$ cat config.mk
export PLATFORM = sky130hd
export DESIGN_NAME = nv_backup_sequencer
export DESIGN_NICKNAME = d
export VERILOG_FILES = /design/src/rtl/nvs_pkg.sv /design/src/rtl/nvs_down_timer.sv /design/src/rtl/nvs_recall_flag.sv /design/src/rtl/nv_backup_sequencer.sv
export SDC_FILE = /design/constraint.sdc
export NUM_CORES = 1
export LEC_CHECK = 0
export ABC_CLOCK_PERIOD_IN_PS = 8000
export BUFFER_PORTS_ARGS = -buffer_cell sky130_fd_sc_hd__buf_2
export CAP_MARGIN = 15
export CORE_AREA = 10 10 66 68
export CTS_CLUSTER_SIZE = 24
export DETAILED_ROUTE_END_ITERATION = 10
export DIE_AREA = 0 0 76 78
export PLACE_DENSITY = 0.76
export SYNTH_ARGS = -nofsm -noshare
export SYNTH_HDL_FRONTEND = slang
export SYNTH_SLANG_ARGS = --single-unit
$ cat constraint.sdc
create_clock -name clk -period 8 [get_ports clk]
set_input_delay 0.4 -clock clk [delete_from_list [all_inputs] [get_ports clk]]
set_output_delay 0.4 -clock clk [all_outputs]
set_load 0.1 [all_outputs]
$ cat src/rtl/nvs_pkg.sv
package nvs_pkg;

    typedef enum logic [2:0] {
        NVS_POWER_OFF    = 3'd0,
        NVS_RECALL       = 3'd1,
        NVS_IDLE         = 3'd2,
        NVS_GRACE        = 3'd3,
        NVS_STORE        = 3'd4,
        NVS_WAIT_RELEASE = 3'd5
    } nvs_state_e;

    function automatic int nvs_max4(input int a, input int b, input int c, input int d);
        int m;
        m = a;
        if (b > m) m = b;
        if (c > m) m = c;
        if (d > m) m = d;
        return m;
    endfunction

endpackage

$ cat src/rtl/nvs_down_timer.sv
module nvs_down_timer #(
    parameter int W = 8
) (
    input  logic         clk,
    input  logic         rst_n,
    input  logic         load,
    input  logic [W-1:0] load_val,
    output logic         expired
);

    logic [W-1:0] cnt_q;

    always_ff @(posedge clk or negedge rst_n) begin
        if (!rst_n) begin
            cnt_q <= '0;
        end else if (load) begin
            cnt_q <= load_val;
        end else if (cnt_q != '0) begin
            cnt_q <= cnt_q - 1'b1;
        end
    end

    assign expired = (cnt_q == '0);

endmodule

$ cat src/rtl/nvs_recall_flag.sv
module nvs_recall_flag (
    input  logic clk,
    input  logic rst_n,
    input  logic set_i,
    input  logic clr_i,
    output logic pend_o
);

    // Power-up counts as a deep supply loss: a recall is pending from reset.
    always_ff @(posedge clk or negedge rst_n) begin
        if (!rst_n) begin
            pend_o <= 1'b1;
        end else if (set_i) begin
            pend_o <= 1'b1;
        end else if (clr_i) begin
            pend_o <= 1'b0;
        end
    end

endmodule

$ cat src/rtl/nv_backup_sequencer.sv
module nv_backup_sequencer
    import nvs_pkg::*;
#(
    parameter int GRACE_CYC   = 125,
    parameter int STORE_CYC   = 1250000,
    parameter int RECALL_CYC  = 68750,
    parameter int RECOVER_CYC = 38
) (
    input  logic clk,
    input  logic rst_n,
    input  logic supply_ok,
    input  logic supply_dead,
    input  logic autostore_off,
    input  logic busy_in,
    input  logic dirty,
    output logic busy_pull,
    output logic port_off,
    output logic store_active,
    output logic recall_active,
    output logic dirty_clr
);

    localparam int MAX_CYC = nvs_max4(GRACE_CYC, STORE_CYC, RECALL_CYC, RECOVER_CYC);
    localparam int CW      = $clog2(MAX_CYC + 1);

    localparam logic [CW-1:0] GRACE_LD   = CW'(GRACE_CYC - 1);
    localparam logic [CW-1:0] STORE_LD   = CW'(STORE_CYC - 1);
    localparam logic [CW-1:0] RECALL_LD  = CW'(RECALL_CYC - 1);
    localparam logic [CW-1:0] RECOVER_LD = CW'(RECOVER_CYC - 1);

    nvs_state_e    state_q, state_d;
    logic          src_supply_q, src_supply_d;
    logic          clr_q, clr_d;
    logic          tmr_load;
    logic [CW-1:0] tmr_val;
    logic          tmr_done;
    logic          rq_pend;
    logic          rq_clr;

    nvs_down_timer #(.W(CW)) timer_i (
        .clk      (clk),
        .rst_n    (rst_n),
        .load     (tmr_load),
        .load_val (tmr_val),
        .expired  (tmr_done)
    );

    nvs_recall_flag recall_flag_i (
        .clk    (clk),
        .rst_n  (rst_n),
        .set_i  (supply_dead),
        .clr_i  (rq_clr),
        .pend_o (rq_pend)
    );

    // Next-state and timer control
    always_comb begin
        state_d      = state_q;
        src_supply_d = src_supply_q;
        clr_d        = 1'b0;
        tmr_load     = 1'b0;
        tmr_val      = '0;
        rq_clr       = 1'b0;
        unique case (state_q)
            NVS_POWER_OFF: begin
                if (supply_ok) begin
                    if (rq_pend) begin
                        state_d  = NVS_RECALL;
                        tmr_load = 1'b1;
                        tmr_val  = RECALL_LD;
                        rq_clr   = 1'b1;
                        clr_d    = 1'b1;
                    end else begin
                        state_d = NVS_IDLE;
                    end
                end
            end
            NVS_RECALL: begin
                if (tmr_done) state_d = NVS_IDLE;
            end
            NVS_IDLE: begin
                if (!supply_ok) begin
                    if (!autostore_off) begin
                        state_d      = NVS_GRACE;
                        src_supply_d = 1'b1;
                        tmr_load     = 1'b1;
                        tmr_val      = GRACE_LD;
                    end else begin
                        state_d = NVS_POWER_OFF;
                    end
                end else if (!busy_in) begin
                    state_d      = NVS_GRACE;
                    src_supply_d = 1'b0;
                    tmr_load     = 1'b1;
                    tmr_val      = GRACE_LD;
                end
            end
            NVS_GRACE: begin
                if (tmr_done) begin
                    if (src_supply_q && busy_in) begin
                        state_d = NVS_POWER_OFF;
                    end else if (dirty) begin
                        state_d  = NVS_STORE;
                        tmr_load = 1'b1;
                        tmr_val  = STORE_LD;
                        clr_d    = 1'b1;
                    end else if (src_supply_q) begin
                        state_d = NVS_POWER_OFF;
                    end else begin
                        state_d  = NVS_WAIT_RELEASE;
                        tmr_load = 1'b1;
                        tmr_val  = RECOVER_LD;
                    end
                end
            end
            NVS_STORE: begin
                if (tmr_done) begin
                    if (src_supply_q) begin
                        state_d = NVS_POWER_OFF;
                    end else begin
                        state_d  = NVS_WAIT_RELEASE;
                        tmr_load = 1'b1;
                        tmr_val  = RECOVER_LD;
                    end
                end
            end
            NVS_WAIT_RELEASE: begin
                if (!supply_ok) begin
                    state_d = NVS_POWER_OFF;
                end else if (!busy_in) begin
                    tmr_load = 1'b1;
                    tmr_val  = RECOVER_LD;
                end else if (tmr_done) begin
                    state_d = NVS_IDLE;
                end
            end
            default: state_d = NVS_POWER_OFF;
        endcase
    end

    // State register
    always_ff @(posedge clk or negedge rst_n) begin
        if (!rst_n) begin
            state_q      <= NVS_POWER_OFF;
            src_supply_q <= 1'b0;
            clr_q        <= 1'b0;
        end else begin
            state_q      <= state_d;
            src_supply_q <= src_supply_d;
            clr_q        <= clr_d;
        end
    end

    // Outputs
    always_comb begin
        port_off      = 1'b0;
        busy_pull     = 1'b0;
        store_active  = 1'b0;
        recall_active = 1'b0;
        dirty_clr     = clr_q;
        unique case (state_q)
            NVS_POWER_OFF:    port_off = 1'b1;
            NVS_RECALL: begin
                port_off      = 1'b1;
                recall_active = 1'b1;
            end
            NVS_IDLE:         port_off = 1'b0;
            NVS_GRACE:        busy_pull = src_supply_q;
            NVS_STORE: begin
                port_off     = 1'b1;
                store_active = 1'b1;
                busy_pull    = 1'b1;
            end
            NVS_WAIT_RELEASE: port_off = 1'b1;
            default:          port_off = 1'b1;
        endcase
    end

endmodule

==> metrics.txt <==
status=completed; # rows=21; Fillers=271; post-layout minimum cycle time=3.07 ns; M1 GR Usage=0.176; pwr dens=329 nW/um2; Reg clk slew, reported paths=0.15 ns; CTS root buf=clkbuf_4; # resized after CTS=0; Clock Tree Buf Depth=2; Post-synth ARST share=1.00; synthesized cell area=1770 um2; Avg Inst Size Synth=8.78 um2; P_int=0.333 mW; H-tree depth=1; M2 GR Usage=0.241; Setup Buffers After CTS=0; core box area=3180 um2; Clk Latency, worst-skew pair=0.33 ns; DRT Pass-1 Iters=4; Via Count=1559; sequential cell area=677 um2; layout cells sized above 1=0.111; die width=76 um; GP Congestion=0.961; fmax=326 MHz; cts hold-fix bufs=0; Setup TNS Final=0 ns; DRT iter0 DRCs=164; # setup viols final=0; Net Count, Synth=212; Post-Place Cells=250; worst clock skew=0.00653 ns; routed length per instance=16.7 um; Synth top area share=0.367; relative slew slack=0.425; Setup WS pre-CTS=5.00 ns; die area=5930 um2; library cells used by synthesis=51; Final Power=0.613 mW; area of the multi-input gates=1030 um2; Arr. time, crit path=3.30 ns; sequential power share=0.415; max-slew violations=0; met3 Track Usage GR=0.0334; Tightest Pin Transition=0.860 ns; CTS tree=done; Synth area leader=dfrtp_1; Clk pwr share=0.098; Critical Path Max Stage Delay=0.60 ns; non-filler instance count after layout=254; post-route setup slack=4.93 ns; startpoint types=flop; Leak=0.787 nW; largest net degree at the start of global routing=28; TritonCTS Sinks=27; sequential area share after synthesis=0.382; chip height=78 um; final wirelength=4230 um; GRT busiest layer=met2; vias per cell=6.14; vias in the first global route=1540; DP HPWL=3140 um; I/O pins=12; Setup crit end kind=flop; worst hold slack=0.0696 ns; n_diodes=0; Starting Density=0.558; Worst Path Required=8.23 ns; Tcrit/Tclk final=0.384; initial antenna violation count=0; CP Class=flop to flop; GRT overflow=0; synthesis-to-layout area growth=5.22%; ys flop type=dfrtp_1; worst vdd rail ir drop=167 uV; Psw=0.281 mW; drt drc=0; Inserted Clock Buffers=3; crit-path cells=inv_1, ha_1, nor4b_1, nand4_1, or3_1, a221oi_4, nand2_2, mux2_4; All-Layer GR Usage=0.144; #FFs+latches synth=27; YS warnings=0; Hold Path Class=input port to async pin; largest cells by area after synthesis=dfrtp_1 37%, o21ai_0 5.1%, xnor2_1 4.9%; RSZ-0062 raised after global routing=no; top-count cell post-synth=dfrtp_1; max_cap viols=0; Comb power frac=0.487; first-pass GRT wire length=7210 um; Final Hold Fails=0; antenna-violating nets left=0; slowest CP cell=or3_1; fin nets=219; Net Sw Frac=0.457; Commonest cells post-synth=26 x dfrtp_1, 23 x nor2_1, 18 x o21ai_0, 15 x nand2_1, 11 x a21oi_1; Gate Count Post-Synth=202; port bufs=11; Worst Path Max Fanout=10; Post-synth EDFFs=0
[sequential cells by signal, indices dropped and copies added, names as in the netlist]
signal / count
src_supply_q: 1
state_q: 3
timer_i.cnt_q: 21
recall_flag_i.pend_o: 1
dirty_clr: 1
[critical path, delay by kind of cell (launching register included)]
family          cells  cell delay (ns)
compound gates      1             0.43
fa+ha+maj           1             0.20
buf+inv             1             0.08
flops               1             0.44
mux                 1             0.30
simple gates        4             1.51
[layer usage]
metal / up-vias / part of all wire
li1: 748 / -
met1: 742 / 0.42
met2: 59 / 0.49
met3: 10 / 0.068
met4: 0 / 0.020
met5: - / 0
[final cells by class]
type,instances,share of cell area
clock buffers,4,0.0141
inverters,6,0.0121
multi-input cells,160,0.551
flip-flops and latches,27,0.363
well taps,46,0.0309
repair buffers,11,0.0295
[cell usage in the layout (no fill, tap or decap), types with 2 or more instances in the layout]
master    instances
nand3_1           4
nor3b_1           5
inv_1             6
a31oi_1           2
nor2b_1           3
dfrtp_1          26
o21ai_0          18
o31ai_1           2
a21o_1            4
and3b_1           2
nand4b_1          4
buf_2            11
a21oi_1          11
clkbuf_4          3
and2_1            2
nor3_1            9
nand2_1          15
or4_1             2
nor2_1           23
nand3b_1          2
a211oi_1          3
ha_1              3
nor4_1            4
or3_1             4
xor2_1            5
xnor2_1          10
[power groups by stage]
stage | Sequential, mW | Combinational [mW] | Clock, mW
floorplan | 0.240 | 0.250 | 0
global placement | 0.252 | 0.289 | 0
detailed placement | 0.257 | 0.296 | 0
CTS | 0.253 | 0.299 | 0.0618
global route | 0.263 | 0.331 | 0.0686
finish | 0.254 | 0.299 | 0.0601
[cells by family (layout without fill, tap and decap cells)]
| family | count (synthesis) | in the layout | share of synthesized area |
|---|---|---|---|
| compound gates | 51 | 51 | 0.188 |
| xor+xnor | 15 | 15 | 0.0741 |
| fa+ha+maj | 3 | 3 | 0.0212 |
| buf+inv | 15 | 21 | 0.0388 |
| flops | 27 | 27 | 0.382 |
| mux | 2 | 2 | 0.0141 |
| simple gates | 89 | 89 | 0.282 |
[metrics by stage]
step | util | instance area (um2)
after floorplan | - | 1770
after global placement | 0.579 | 1840
after detailed placement | 0.579 | 1840
after CTS | 0.587 | 1870
after global routing | 0.587 | 1870
final | 0.587 | 1870
[final timing paths]
check                      slack (ns)  cells past startpoint                   end              start
setup / recovery                 4.93                      8            state_q[0]   timer_i.cnt_q[0]
hold / removal                   0.07                      1      timer_i.cnt_q[9]              rst_n
setup reg to reg                 4.93                      8            state_q[0]   timer_i.cnt_q[0]
hold reg to reg                  0.57                      2     timer_i.cnt_q[13]  timer_i.cnt_q[13]
max in group asynchronous        7.52                      1     timer_i.cnt_q[16]              rst_n
min in group clk                 0.25                      2  recall_flag_i.pend_o        supply_dead
Note: power is estimated with default switching activity, not from simulation.
